<file path="src/rtl/csg_pkg.sv">
package csg_pkg;

    // Raster field-length modes selected by the two control bits
    typedef enum logic [1:0] {
        RM_INTERLACE = 2'b00,
        RM_NI_LONG   = 2'b01,
        RM_NI_SHORT  = 2'b10,
        RM_SCAN      = 2'b11
    } raster_mode_e;

    // Kind of sync pulse carried by a half-line
    typedef enum logic [1:0] {
        PK_LINE  = 2'd0,
        PK_EQ    = 2'd1,
        PK_BROAD = 2'd2
    } pulse_kind_e;

    // Half-lines per group in the field sync region (equalize, broad, equalize)
    localparam int unsigned SYNC_GROUP_HL = 5;

endpackage

</file>
<file path="src/rtl/csg_timebase.sv">
module csg_timebase
    import csg_pkg::*;
#(
    parameter  int unsigned LINE_CYC    = 1728,
    parameter  int unsigned FIELD_LINES = 312,
    localparam int unsigned CYC_W       = $clog2(LINE_CYC),
    localparam int unsigned HL_W        = $clog2(2 * FIELD_LINES + 3),
    localparam int unsigned LN_W        = $clog2(FIELD_LINES + 3)
) (
    input  logic              clk,
    input  logic              rst_n,
    input  raster_mode_e      mode,
    input  logic              news_force,
    input  logic              lfb_in,
    input  logic              ffb_in,
    output logic [CYC_W-1:0]  cyc_o,
    output logic [HL_W-1:0]   hl_o,
    output logic [HL_W-1:0]   fld_len_o,
    output logic [LN_W-1:0]   ln_o,
    output logic              parity_o
);

    localparam int unsigned HALF = LINE_CYC / 2;

    typedef struct packed {
        logic [CYC_W-1:0] cyc;
        logic [HL_W-1:0]  hl;
        logic [LN_W-1:0]  ln;
        logic             parity;
        logic             lfb_prev;
        logic             ffb_prev;
    } tb_state_t;

    tb_state_t    s_q, s_d;
    raster_mode_e eff_mode;
    logic [HL_W-1:0] fld_len;
    logic scan, lfb_rise, ffb_rise, line_end, half_end, hl_bnd, hl_last, fs_evt;

    // Newsflash/subtitle display pulls the non-interlaced modes back to interlace
    always_comb begin
        eff_mode = mode;
        if (news_force && (mode == RM_NI_LONG || mode == RM_NI_SHORT)) begin
            eff_mode = RM_INTERLACE;
        end
    end

    always_comb begin
        unique case (eff_mode)
            RM_NI_LONG:  fld_len = s_q.parity ? HL_W'(2 * FIELD_LINES + 2)
                                              : HL_W'(2 * FIELD_LINES);
            RM_NI_SHORT: fld_len = HL_W'(2 * FIELD_LINES);
            default:     fld_len = HL_W'(2 * FIELD_LINES + 1);
        endcase
    end

    always_comb begin
        scan     = (eff_mode == RM_SCAN);
        lfb_rise = scan && lfb_in && !s_q.lfb_prev;
        ffb_rise = scan && ffb_in && !s_q.ffb_prev;
        line_end = (s_q.cyc == CYC_W'(LINE_CYC - 1));
        half_end = (s_q.cyc == CYC_W'(HALF - 1));
        hl_bnd   = line_end || half_end || lfb_rise;
        hl_last  = (s_q.hl >= fld_len - 1'b1);
        fs_evt   = ffb_rise || (hl_bnd && hl_last);

        s_d          = s_q;
        s_d.lfb_prev = lfb_in;
        s_d.ffb_prev = ffb_in;
        s_d.cyc      = (line_end || lfb_rise) ? '0 : s_q.cyc + 1'b1;
        if (fs_evt) begin
            s_d.hl     = '0;
            s_d.ln     = LN_W'(1);
            s_d.parity = ~s_q.parity;
        end else begin
            if (hl_bnd) begin
                s_d.hl = s_q.hl + 1'b1;
            end
            if (line_end || lfb_rise) begin
                s_d.ln = s_q.ln + 1'b1;
            end
        end
    end

    always_ff @(posedge clk or negedge rst_n) begin
        if (!rst_n) begin
            s_q <= '{cyc: '0, hl: '0, ln: LN_W'(1), parity: 1'b0,
                     lfb_prev: 1'b0, ffb_prev: 1'b0};
        end else begin
            s_q <= s_d;
        end
    end

    assign cyc_o     = s_q.cyc;
    assign hl_o      = s_q.hl;
    assign fld_len_o = fld_len;
    assign ln_o      = s_q.ln;
    assign parity_o  = s_q.parity;

    AST_LFB_RESTART: assert property (@(posedge clk) disable iff (!rst_n)
        (mode == RM_SCAN && lfb_in && !s_q.lfb_prev) |=> (s_q.cyc == '0))
        else $error("line flyback did not restart the line");
    AST_FFB_NEW_FIELD: assert property (@(posedge clk) disable iff (!rst_n)
        (mode == RM_SCAN && ffb_in && !s_q.ffb_prev) |=> (s_q.hl == '0 && s_q.ln == LN_W'(1)))
        else $error("field flyback did not start a field");
    AST_FLYBACK_IGNORED: assert property (@(posedge clk) disable iff (!rst_n)
        (mode != RM_SCAN && lfb_in && !line_end) |=> (s_q.cyc == CYC_W'($past(s_q.cyc) + 1'b1)))
        else $error("flyback disturbed free-running line");
    AST_HL_IN_FIELD: assert property (@(posedge clk) disable iff (!rst_n)
        s_q.hl <= HL_W'(2 * FIELD_LINES + 1))
        else $error("half-line count beyond longest field");
    AST_PARITY_FLIP: assert property (@(posedge clk) disable iff (!rst_n)
        fs_evt |=> (s_q.parity != $past(s_q.parity)))
        else $error("parity did not invert at field start");

endmodule

</file>
<file path="src/rtl/csg_pulse_shaper.sv">
module csg_pulse_shaper
    import csg_pkg::*;
#(
    parameter  int unsigned LINE_CYC    = 1728,
    parameter  int unsigned FIELD_LINES = 312,
    parameter  int unsigned SYNC_W      = 126,
    parameter  int unsigned EQ_W        = 63,
    parameter  int unsigned BROAD_W     = 738,
    localparam int unsigned CYC_W       = $clog2(LINE_CYC),
    localparam int unsigned HL_W        = $clog2(2 * FIELD_LINES + 3)
) (
    input  logic              clk,
    input  logic              rst_n,
    input  logic [CYC_W-1:0]  cyc,
    input  logic [HL_W-1:0]   hl,
    input  logic [HL_W-1:0]   fld_len,
    output logic              csync_n
);

    localparam int unsigned HALF = LINE_CYC / 2;

    logic [CYC_W-1:0] hpos;
    pulse_kind_e      kind;

    always_comb begin
        hpos = (cyc >= CYC_W'(HALF)) ? cyc - CYC_W'(HALF) : cyc;

        // Region order: pre-equalize at field end, broad, post-equalize, ordinary lines
        if (hl >= fld_len - HL_W'(SYNC_GROUP_HL)) begin
            kind = PK_EQ;
        end else if (hl < HL_W'(SYNC_GROUP_HL)) begin
            kind = PK_BROAD;
        end else if (hl < HL_W'(2 * SYNC_GROUP_HL)) begin
            kind = PK_EQ;
        end else begin
            kind = PK_LINE;
        end

        unique case (kind)
            PK_EQ:    csync_n = !(hpos < CYC_W'(EQ_W));
            PK_BROAD: csync_n = !(hpos < CYC_W'(BROAD_W));
            default:  csync_n = !(cyc < CYC_W'(SYNC_W));
        endcase
    end

    AST_REGION_PULSE_START: assert property (@(posedge clk) disable iff (!rst_n)
        (hpos == '0 && hl < HL_W'(2 * SYNC_GROUP_HL)) |-> !csync_n)
        else $error("sync-region half-line without leading pulse");

endmodule

</file>
<file path="src/rtl/csg_window.sv">
module csg_window #(
    parameter  int unsigned LINE_CYC    = 1728,
    parameter  int unsigned FIELD_LINES = 312,
    parameter  int unsigned HDE_START   = 450,
    parameter  int unsigned HDE_LEN     = 1080,
    parameter  int unsigned VDE_FIRST   = 42,
    parameter  int unsigned VDE_LAST    = 291,
    localparam int unsigned CYC_W       = $clog2(LINE_CYC),
    localparam int unsigned LN_W        = $clog2(FIELD_LINES + 3)
) (
    input  logic              clk,
    input  logic              rst_n,
    input  logic [CYC_W-1:0]  cyc,
    input  logic [LN_W-1:0]   ln,
    output logic              disp_en
);

    logic h_act, v_act;

    always_comb begin
        h_act   = (cyc >= CYC_W'(HDE_START)) && (cyc < CYC_W'(HDE_START + HDE_LEN));
        v_act   = (ln >= LN_W'(VDE_FIRST)) && (ln <= LN_W'(VDE_LAST));
        disp_en = h_act && v_act;
    end

    AST_WINDOW_OPENS_AT_START: assert property (@(posedge clk) disable iff (!rst_n)
        $rose(disp_en) |-> (cyc == CYC_W'(HDE_START)))
        else $error("display window opened off its first cycle");

endmodule

</file>
<file path="src/rtl/csync_gen.sv">
module csync_gen
    import csg_pkg::*;
#(
    parameter  int unsigned LINE_CYC    = 1728,
    parameter  int unsigned FIELD_LINES = 312,
    parameter  int unsigned SYNC_W      = 126,
    parameter  int unsigned EQ_W        = 63,
    parameter  int unsigned BROAD_W     = 738,
    parameter  int unsigned HDE_START   = 450,
    parameter  int unsigned HDE_LEN     = 1080,
    parameter  int unsigned VDE_FIRST   = 42,
    parameter  int unsigned VDE_LAST    = 291
) (
    input  logic       clk,
    input  logic       rst_n,
    input  logic [1:0] mode_sel,
    input  logic       news_force,
    input  logic       lfb_in,
    input  logic       ffb_in,
    input  logic       oe_disable,
    output logic       csync_n,
    output logic       disp_en,
    output logic       odd_even
);

    localparam int unsigned CYC_W = $clog2(LINE_CYC);
    localparam int unsigned HL_W  = $clog2(2 * FIELD_LINES + 3);
    localparam int unsigned LN_W  = $clog2(FIELD_LINES + 3);

    raster_mode_e     mode_e;
    logic [CYC_W-1:0] cyc;
    logic [HL_W-1:0]  hl;
    logic [HL_W-1:0]  fld_len;
    logic [LN_W-1:0]  ln;
    logic             parity;

    assign mode_e = raster_mode_e'(mode_sel);

    csg_timebase #(
        .LINE_CYC    (LINE_CYC),
        .FIELD_LINES (FIELD_LINES)
    ) u_timebase (
        .clk        (clk),
        .rst_n      (rst_n),
        .mode       (mode_e),
        .news_force (news_force),
        .lfb_in     (lfb_in),
        .ffb_in     (ffb_in),
        .cyc_o      (cyc),
        .hl_o       (hl),
        .fld_len_o  (fld_len),
        .ln_o       (ln),
        .parity_o   (parity)
    );

    csg_pulse_shaper #(
        .LINE_CYC    (LINE_CYC),
        .FIELD_LINES (FIELD_LINES),
        .SYNC_W      (SYNC_W),
        .EQ_W        (EQ_W),
        .BROAD_W     (BROAD_W)
    ) u_shaper (
        .clk     (clk),
        .rst_n   (rst_n),
        .cyc     (cyc),
        .hl      (hl),
        .fld_len (fld_len),
        .csync_n (csync_n)
    );

    csg_window #(
        .LINE_CYC    (LINE_CYC),
        .FIELD_LINES (FIELD_LINES),
        .HDE_START   (HDE_START),
        .HDE_LEN     (HDE_LEN),
        .VDE_FIRST   (VDE_FIRST),
        .VDE_LAST    (VDE_LAST)
    ) u_window (
        .clk     (clk),
        .rst_n   (rst_n),
        .cyc     (cyc),
        .ln      (ln),
        .disp_en (disp_en)
    );

    // Parity keeps running while the flag is masked
    assign odd_even = parity & ~oe_disable;

    AST_WINDOW_CLEAR_OF_SYNC: assert property (@(posedge clk) disable iff (!rst_n)
        disp_en |-> csync_n)
        else $error("display window overlaps a sync pulse");

endmodule

</file>
<file path="config.mk">
export PLATFORM = sky130hd
export DESIGN_NAME = csync_gen
export DESIGN_NICKNAME = d
export VERILOG_FILES = /design/src/rtl/csg_pkg.sv /design/src/rtl/csg_timebase.sv /design/src/rtl/csg_pulse_shaper.sv /design/src/rtl/csg_window.sv /design/src/rtl/csync_gen.sv
export SDC_FILE = /design/constraint.sdc
export NUM_CORES = 1
export LEC_CHECK = 0
export ABC_AREA = 1
export BUFFER_PORTS_ARGS = -buffer_cell sky130_fd_sc_hd__buf_4
export CORE_MARGIN = 2
export CORE_UTILIZATION = 37
export CTS_CLUSTER_DIAMETER = 150
export DETAILED_ROUTE_END_ITERATION = 16
export GPL_TIMING_DRIVEN = 0
export PLACE_DENSITY = 0.58
export SLEW_MARGIN = 10
export SYNTH_ARGS = -nofsm -noshare
export SYNTH_HDL_FRONTEND = slang
export SYNTH_SLANG_ARGS = --single-unit
export TNS_END_PERCENT = 5
</file>
<file path="constraint.sdc">
create_clock -name clk -period 5.4 [get_ports clk]
set_input_delay 1.08 -clock clk [delete_from_list [all_inputs] [get_ports clk]]
set_output_delay 1.08 -clock clk [all_outputs]
set_load 0.05 [all_outputs]
</file>
# Yosys cells after proc, flatten, opt, wreduce, memory -nomap -nowiden
# Index checks and enable logic that the tools add are counted.
[word_totals]
word_cells = 69
mem_bits_ro = 0
n_memories = 0
ff_bits = 33
output_inout_bits = 3
mem_bits_rw = 0
latchBits = 0
input_bits = 8
[op_classes]
n_lt_le_gt_ge = 12
n_bitwise = 3
eq_ne = 9
addsub = 6
shifts = 0
multipliers = 0
mux = 12
div = 0
reduce_logical = 21
[op_table]
columns = ["operator", "n"]
rows = [
  ["$mux 11", 2],
  ["$ge 10x10->1", 2],
  ["$pmux 10 s2", 1],
  ["$mux 19", 1],
  ["$add 11x1->11 const B", 1],
  ["$eq 11x10->1 const B", 1],
  ["$eq 11x11->1 const B", 1],
  ["$ge 11x10->1 const B", 1],
  ["$ge 11x9->1 const B", 1],
  ["$lt 11x10->1 const B", 1],
  ["$lt 11x11->1 const B", 1],
  ["$lt 11x6->1 const B", 1],
  ["$lt 11x7->1 const B", 1],
  ["$sub 11x10->11 const B", 1],
  ["$add 10x1->10 const B", 1],
  ["$lt 10x3->1 const B", 1],
  ["$lt 10x4->1 const B", 1],
  ["$mux 10", 1],
  ["$sub 10x1->10 const B", 1],
  ["$sub 10x3->10 const B", 1],
  ["$add 9x1->9 const B", 1],
  ["$ge 9x6->1 const B", 1],
  ["$le 9x9->1 const B", 1],
  ["$logic_and 1x1->1", 9],
  ["11 further kinds", 29],
]

# Depth between registers and ports, before layout
# Gate-level depths: netlist (run 1).
[logic_depth]
word_depth = 11
mapped_depth = 24
ltp_nobuf = 24

# Modules after synthesis
# A second synthesis (run 1) with hierarchy kept.
[hier_totals]
hier_cells = 478
area_unflattened_um2 = 3320.7
[by_module_without_submodules]
columns = ["mod", "area_per_inst_um2", "n_inst", "cells_per_inst", "seq_area_each_um2"]
rows = [
  ["csg_timebase", 2377.3, 1, 310, 827.0],
  ["csg_pulse_shaper", 800.8, 1, 133, 0.0],
  ["csg_window", 132.6, 1, 33, 0.0],
  ["csync_gen", 10.0, 1, 2, 0.0],
]

# Worst setup path before layout (run 1)
# OpenSTA, ideal clock, no wires.
[synth_path]
kind = "input to output"
from = "input port mode_sel[0]"
to = "output port csync_n"
cell_stages = 22
path_buffers = 0
t_arrival_ns = 3.832
path_slack_ns = 0.488
required_ns = 4.320
cell_sequence = "ha_1 inv_1 o21ai_0 inv_1 ha_1 inv_1 nand2_1 o21ai_0 inv_1 ha_1 nand2_1 nand3_1 a21oi_1 o21ai_0 nand3_1 nand2_1 a31oi_1 inv_1 ha_1 inv_1 nand2_1 nand2_1"
[synth_via]
elab_chain_len = 11
elab_cells_between_ends = 14
cone_classes = "add/sub: 1; order compare: 1; eq/ne: 6; mux: 4; reduce/logical: 2"
[synth_rtl]
columns = ["element", "line_no", "text"]
rows = [
  ["start, declared", "csync_gen.sv:16", "input logic [1:0] mode_sel,"],
  ["$eq 2x1->1 / $eq 2x2->1 (equally long branches)", "csg_timebase.sv:42", "if (news_force && (mode == RM_NI_LONG || mode == RM_NI_SHORT)) begin"],
  ["$logic_or 1x1->1", "csg_timebase.sv:42", ""],
  ["$logic_and 1x1->1", "csg_timebase.sv:42", ""],
  ["$mux 2 (*)", "csg_timebase.sv:42", ""],
  ["$eq 2x2->1 / $eq 2x1->1 (equally long branches)", "csg_timebase.sv:48", "unique case (eff_mode)"],
  ["$pmux 10 s2 (*)", "csg_timebase.sv:48", ""],
  ["$sub 10x3->10 (*)", "csg_pulse_shaper.sv:29", "if (hl >= fld_len - HL_W'(SYNC_GROUP_HL)) begin"],
  ["$ge 10x10->1 (*)", "csg_pulse_shaper.sv:29", ""],
  ["$mux 2 (*)", "csg_pulse_shaper.sv:29", ""],
  ["$eq 2x2->1 / $eq 2x1->1 (equally long branches)", "csg_pulse_shaper.sv:39", "unique case (kind)"],
  ["$pmux 1 s2 (*)", "csg_pulse_shaper.sv:39", ""],
  ["end, declared", "csync_gen.sv:21", "output logic csync_n,"],
]
# Mark *: on every way between the ends. The rest lies on a longest branch, timed or not.

# Worst setup path after layout (run 1)
# Ends and elaborated chain as after synthesis.

==> reports/metrics.csv, run 1 <==
stage;metric;value;unit
placement;dpl_cell_area;2740;um^2
finish;regArea;827;um^2
clock_tree;worstSkewPairLatency;0.29;ns
clock_tree;clk_path_buf_depth;2;
global_route;antenna_found_initial;0;
worst_setup_path;reg2reg_to;u_timebase.hl_o[8];
status;status;finished clean;
floorplanning;die_w;87.2;um
clock_tree;cts_setup_buffers;0;
placement;dpl_worst_slack;-0.0414;ns
logic_synthesis;postSynthCellCount;371;
hold_path;whs_endpoint;u_timebase.cyc_o[0];
clock_tree;cts_root_buf;clkbuf_8;
floorplanning;initial_core_util;0.379;
route;drc_errors;0;
worst_setup_path;start_kind;primary input;
clock_tree;holdBufCountCts;0;
logic_synthesis;synth_nets;398;
clock_tree;cts_max_level;2;
worst_setup_path;crit_type;primary input to output pin;
logic_synthesis;synth_area;2560;um^2
worst_setup_path;r2r-start;u_timebase.parity_o;
global_route;grt_pass1_vias;2053;
timing;skew;0.00467;ns
worst_setup_path;worst-path-buf-inv;7;
logic_synthesis;synth-seq-area-share;0.323;
finish;n_fill_cell;712;
logic_synthesis;ys_ff_latch;33;
worst_setup_path;crit_slowest_cell;ha_1;
worst_setup_path;cp.required;4.32;ns
worst_setup_path;critPathTopFamily;adder cells;
finish;stdcell_area;2880;um^2
worst_setup_path;cp_max_fo;3;
timing;max_freq;0.195;GHz
timing;period_share;0.950;
timing;min_period;5.13;ns
global_route;grt_pass1_wl;9430;um
finish;post-route-util;0.426;
logic_synthesis;synthDistinctLibCells;34;
finish;multi_input_area;1510;um^2
placement;gp_congestion;0.836;
timing;timing.final.ws_setup;0.268;ns
floorplanning;pin_count;11;
timing;worst_pin_slew;0.440;ns
route;dr.pass1.iters;4;
timing;setup_viol;0;
placement;dpl.hpwl;4040;um
clock_tree;cts_tree;yes;
worst_setup_path;slowest_delay;0.30;ns
worst_setup_path;crit_top_cell;inv_1;
worst_setup_path;worstPathCellList;buf_4 -> ha_1 -> inv_1 -> o21ai_2 -> inv_1 -> ha_1 -> inv_1 -> nand2_1 -> o21ai_2 -> inv_1 -> ha_1 -> nand2_1 -> nand3_1 -> a21oi_1 -> o21ai_0 -> nand3_1 -> nand2_1 -> a31oi_4 -> inv_1 -> ha_1 -> o41ai_1 -> nand2_1 -> buf_4;
worst_setup_path;cp-end-kind;output pin;
worst_setup_path;worstPathArrival;4.05;ns
logic_synthesis;syn_area_per_cell;6.91;um^2
pwr;power_per_cell_area;316;nW/um^2
route;wire_per_inst;11.5;um
floorplanning;std_cell_rows;30;
floorplanning;dieArea;7610;um^2
timing;relSlewSlack;0.707;
hold_path;hold_start;u_timebase.cyc_o[0];
global_route;grt-ovfl-total;0;
route;vias;2259;
hold_path;hold_path.class;flop to flop;
worst_setup_path;rrSetupSlack;3.19;ns
worst_setup_path;worst_r2r_path_depth;13;
clock_tree;clkTransAtPathRegs;0.07;ns
global_route;grt.total_usage;0.155;
clock_tree;cts-buffers-inserted;5;
clock_tree;numClockSinks;33;
route;first_iter_violations;102;
pwr;p_leak;1.46;nW
finish;fin_nets;415;
timing;rsz0062_at_grt;false;
finish;syn_to_final_growth;12.2;%
finish;num_antenna_cells;0;
route;wl;5400;um
floorplanning;core-area;6760;um^2
hold_path;hold_depth;1;
timing;report.final.slew_viol_count;0;
floorplanning;die_h;87.2;um
timing;hold_viol;0;
logic_synthesis;synth_warnings;0;
route;ant_nets;0;
global_route;grt_max_degree;34;
timing;holdWs;0.463;ns
placement;io_buffers;10;
pwr;ir_drop;0.135;mV
route;viasPerCell;4.82;
job;drv_cap;0;
finish;drive_above_1_share;0.100;
-- placed cells by master, fill, tap and decap left out --
cell and count:
o41ai_1 1, xor2_2 1, a211oi_1 2, o21ai_2 2, or2_2 1, ha_1 19, a21oi_1 18, o21ai_0 7
and3_1 1, nor3_2 2, buf_2 3, nand3_1 21, dfstp_2 1, and2_1 1, a31oi_4 1, nand4_1 5
nor2_1 48, nor3b_1 1, clkbuf_8 6, xor2_1 13, nand3b_1 2, inv_2 2, buf_6 2, dfrtp_1 32
o21ai_1 1, nand2_4 3, inv_1 48, nand2_2 1, inv_4 1, bufinv_16 1, nand2_1 102, nor3_1 19
xnor2_1 2, clkbuf_1 3, or2_0 1, buf_4 11, o31ai_1 3, nand3_2 1
-- logic make-up (layout without fill, tap and decap cells) --
| group | Yosys count | count (layout) | synth area share |
|---|---|---|---|
| xor+xnor | 16 | 16 | 0.0576 |
| fa+ha+maj | 19 | 19 | 0.0927 |
| compound gates | 35 | 35 | 0.0752 |
| flops | 33 | 33 | 0.323 |
| simple gates | 209 | 209 | 0.356 |
| buf+inv | 59 | 77 | 0.0961 |
-- worst max-delay path by stage --
stage	startpoint	endpoint	slack, ns	depth (start not counted)
after floorplan	mode_sel[0]	csync_n	0.49	22
after global placement	mode_sel[0]	csync_n	-0.02	21
after detailed placement	mode_sel[0]	csync_n	-0.04	21
after CTS	mode_sel[0]	csync_n	0.07	21
after global routing	mode_sel[0]	csync_n	0.004	23
final	mode_sel[0]	csync_n	0.27	23
-- synth_stat cells, drive strengths merged --
| library cell | count | area [um^2] |
|---|---|---|
| nor3b | 1 | 7.51 |
| dfrtp | 32 | 801 |
| and2 | 1 | 6.26 |
| nor3 | 21 | 115 |
| ha | 19 | 238 |
| nand2 | 106 | 423 |
| xnor2 | 2 | 17.5 |
| a31oi | 1 | 6.26 |
| clkbuf | 2 | 7.51 |
| or2 | 2 | 12.5 |
| nand3 | 22 | 115 |
| o31ai | 3 | 22.5 |
| nand3b | 2 | 15.0 |
| nand4 | 5 | 31.3 |
| buf | 6 | 45.0 |
| o41ai | 1 | 8.76 |
| inv | 51 | 194 |
| and3 | 1 | 6.26 |
| o21ai | 10 | 50.1 |
| nor2 | 48 | 180 |
| a21oi | 18 | 90.1 |
| a211oi | 2 | 15.0 |
| dfstp | 1 | 26.3 |
| xor2 | 14 | 130 |
-- state kept, by name (all words and copies together) (netlist names) --
name	cells
u_timebase.cyc_o	11
u_timebase.hl_o	10
u_timebase.ln_o	9
u_timebase.s_q	2
u_timebase.parity_o	1
-- report_power, final --
part	internal (W)	total [W]	switching [W]
combinational	0.000115	0.000299	0.000184
clock	0.000150	0.000244	0.0000937
sequential	0.000298	0.000365	0.0000671
-- per-layer routing --
layer,up-vias,routed length (um),global-route usage
met3,7,160,0.0256
met5,-,0,0
met4,0,85,0.0503
met2,33,2400,0.240
met1,1007,2760,0.221
li1,1212,-,-
-- through the flow --
step                total power, W  std cells  setup TNS [ns]
floorplan                 0.000579        371               0
global placement          0.000654        461         -0.0203
detailed placement        0.000657        461         -0.0414
CTS                       0.000907        469               0
global route              0.000989        469               0
finish                    0.000908        469               0
-- cell type report --
type,count,share of cell area
Multi-Input combinational cell,279,0.526
Sequential cell,33,0.287
Inverter,51,0.0674
Tap cell,80,0.0348
Clock buffer,7,0.0300
Timing Repair Buffer,10,0.0261
Buffer,8,0.0183
Clock inverter,1,0.0104
-- timing repair --
action | 4_1_cts | 5_1_grt
pin swaps | 0 | 0
resized for setup | 2 | 5
setup endpoints to repair | 1 | 1
Note: power is estimated with default switching activity, not from simulation.
==> run 2: changes to the inputs <==
Settings changed: BUFFER_PORTS_ARGS -buffer_cell sky130_fd_sc_hd__buf_4 to -buffer_cell sky130_fd_sc_hd__buf_2.
==> run 2 against run 1 <==
- hold slack better by 0.0058 ns
- clock-buffer cell count down 2
- register-to-register slack about the same
- clock skew grew 0.0018 ns
- setup slack better by 0.090 ns
- critical endpoint unchanged
- sequential share of layout area increased by 0.42 points
- sequential power barely moved
- global-route usage up 0.36 points
- clock power is 23% lower
==> reports/metrics.csv, run 2 (same netlist as run 1, synthesis figures left out) <==
stage;metric;value;unit;change
status;status;finished clean;;
pwr;p_leak;1.44;nW;-1.4%
pwr;ir_drop;0.173;mV;+28%
timing;rsz0062_at_grt;false;;
placement;dpl_worst_slack;-0.0142;ns;+0.0272 ns
clock_tree;cts_max_level;2;;unchanged
timing;period_share;0.934;;-0.0167
worst_setup_path;crit_start;mode_sel[0];;
finish;largest_reg_flops;11;;unchanged
route;vias;2328;;+3.1%
timing;skew;0.00643;ns;+0.00176 ns
global_route;grt_pass1_vias;2151;;+4.8%
timing;min_period;5.04;ns;-0.0904 ns
route;wl;5590;um;+3.5%
clock_tree;clk_path_buf_depth;2;;unchanged
clock_tree;numClockSinks;33;;unchanged
worst_setup_path;cp_max_fo;3;;unchanged
worst_setup_path;reg2reg_to;u_timebase.hl_o[8];;
worst_setup_path;cp.required;4.32;ns;about the same
global_route;grt-ovfl-total;0;;unchanged
route;dr.pass1.iters;4;;unchanged
timing;setup_viol;0;;unchanged
worst_setup_path;r2r-start;u_timebase.parity_o;;
timing;hold_viol;0;;unchanged
global_route;grt_max_degree;34;;unchanged
floorplanning;std_cell_rows;30;;unchanged
timing;worst_pin_slew;0.763;ns;+0.323 ns
pwr;report.power.total;0.000853;W;-6.0%
clock_tree;cts_tree;yes;;
route;wire_per_inst;11.9;um;+3.5%
clock_tree;cts-buffers-inserted;5;;unchanged
placement;dpl.hpwl;4250;um;+5.1%
finish;num_antenna_cells;0;;unchanged
clock_tree;cts_root_buf;clkbuf_8;;
hold_path;hold_path.class;flop to flop;;
finish;multi_input_area;1520;um^2;+0.50%
route;ant_nets;0;;unchanged
global_route;grt_pass1_wl;9760;um;+3.5%
global_route;grt.total_usage;0.159;;+0.00365
route;dr.max_layer_used;met4;;
timing;max_freq;0.198;GHz;+1.8%
floorplanning;core-area;6760;um^2;unchanged
floorplanning;initial_core_util;0.379;;unchanged
route;met2WireLength;2520;um;+5.2%
worst_setup_path;cp-endpoint;csync_n;;
worst_setup_path;worstPathArrival;3.96;ns;-0.09 ns
floorplanning;dieArea;7610;um^2;unchanged
worst_setup_path;worst_r2r_path_depth;13;;unchanged
clock_tree;worstSkewPairLatency;0.29;ns;about the same
job;drv_cap;0;;unchanged
route;viasPerCell;4.96;;+3.1%
route;met1_length;2850;um;+3.6%
worst_setup_path;rrSetupSlack;3.20;ns;about the same
worst_setup_path;crit_type;primary input to output pin;;
finish;final_common_cell;nand2_1;;
finish;drive_above_1_share;0.111;;+0.0103
finish;regArea;827;um^2;unchanged
timing;relSlewSlack;0.491;;-0.215
finish;mostFrequentLayoutCells;nand2_1 (102), nor2_1 (48), inv_1 (47), dfrtp_1 (32), nand3_1 (21);;
floorplanning;die_w;87.2;um;unchanged
clock_tree;holdBufCountCts;0;;unchanged
clock_tree;clkTransAtPathRegs;0.08;ns;about the same
timing;report.final.slew_viol_count;0;;unchanged
route;drc_errors;0;;unchanged
clock_tree;cts_setup_buffers;0;;unchanged
worst_setup_path;cp-end-kind;output pin;;
placement;io_buffers;10;;unchanged
route;first_iter_violations;98;;-3.9%
floorplanning;die_h;87.2;um;unchanged
timing;timing.final.ws_setup;0.358;ns;+0.0904 ns
finish;fin_nets;415;;unchanged
finish;n_fill_cell;708;;-0.56%
placement;gp_congestion;0.843;;+0.81%
pwr;power_per_cell_area;301;nW/um^2;-4.7%
global_route;antenna_found_initial;0;;unchanged
finish;syn_to_final_growth;10.6;%;
route;wl_met3;149;um;-6.9%
worst_setup_path;start_kind;primary input;;
floorplanning;pin_count;11;;unchanged
[run 2: worst min path at each step]
| stage | startpoint | to | slack (ns) | depth (start not counted) |
|---|---|---|---|---|
| 6_report | u_timebase.cyc_o[0] | u_timebase.cyc_o[0] | 0.47 | 1 |
| 5_1_grt | u_timebase.cyc_o[0] | u_timebase.cyc_o[0] | 0.50 | 1 |
| 4_1_cts | u_timebase.cyc_o[0] | u_timebase.cyc_o[0] | 0.47 | 1 |
| 3_5_place_dp | u_timebase.cyc_o[0] | u_timebase.cyc_o[0] | 0.46 | 1 |
| 3_3_place_gp | u_timebase.cyc_o[0] | u_timebase.cyc_o[0] | 0.45 | 1 |
| 2_1_floorplan | u_timebase.cyc_o[0] | u_timebase.cyc_o[0] | 0.43 | 1 |
[run 2: what timing repair did]
action                     in CTS  in global routing
pin swaps                       0                  1
setup endpoints to repair       1                  1
resized for setup               1                 11
[run 2: cell type report]
| cell class | instances | area share |
|---|---|---|
| Clock inverter | 3 | 0.00618 |
| Timing Repair Buffer | 10 | 0.0199 |
| Sequential cell | 33 | 0.292 |
| Tap cell | 80 | 0.0353 |
| Multi-Input combinational cell | 279 | 0.536 |
| Inverter | 51 | 0.0684 |
| Buffer | 8 | 0.0185 |
| Clock buffer | 5 | 0.0243 |
[run 2: critical path, cell delays in order]
cell and delay [ns]:
buf_2 0.11, ha_1 0.27, inv_1 0.05, o21ai_2 0.14, inv_1 0.06, ha_1 0.19, inv_1 0.08, nand2_1 0.06
o21ai_2 0.09, inv_2 0.08, ha_1 0.29, nand2_1 0.09, nand3_1 0.10, a21oi_2 0.13, o21ai_0 0.10, nand3_1 0.09
nand2_1 0.06, a31oi_2 0.18, inv_1 0.11, ha_4 0.25, o41ai_1 0.07, nand2_1 0.12, buf_6 0.17
[run 2: where the power goes]
part | leakage (nW) | internal, W | switching, W
Combinational | 0.976 | 0.000115 | 0.000185
Clock | 0.0439 | 0.0000889 | 0.0000976
Sequential | 0.424 | 0.000298 | 0.0000686
Total | 1.44 | 0.000502 | 0.000351
[run 2: layer usage]
metal / vias up / track usage
li1: 1216 / -
met2: 37 / 0.242
met1: 1071 / 0.230
met4: 0 / 0.0559
met3: 4 / 0.0227
met5: - / 0
[run 2: through the flow]
| step | util | instance area, um^2 | std cells | hold slack, ns | TNS [ns] |
|---|---|---|---|---|---|
| 3_3_place_gp | 0.402 | 2710 | 461 | 0.453 | 0 |
| 3_5_place_dp | 0.402 | 2710 | 461 | 0.460 | -0.0142 |
| 5_1_grt | 0.420 | 2840 | 469 | 0.503 | 0 |
| 4_1_cts | 0.414 | 2800 | 469 | 0.470 | 0 |
| 2_1_floorplan | - | 2560 | 371 | 0.432 | 0 |
| 6_report | 0.420 | 2840 | 469 | 0.469 | 0 |
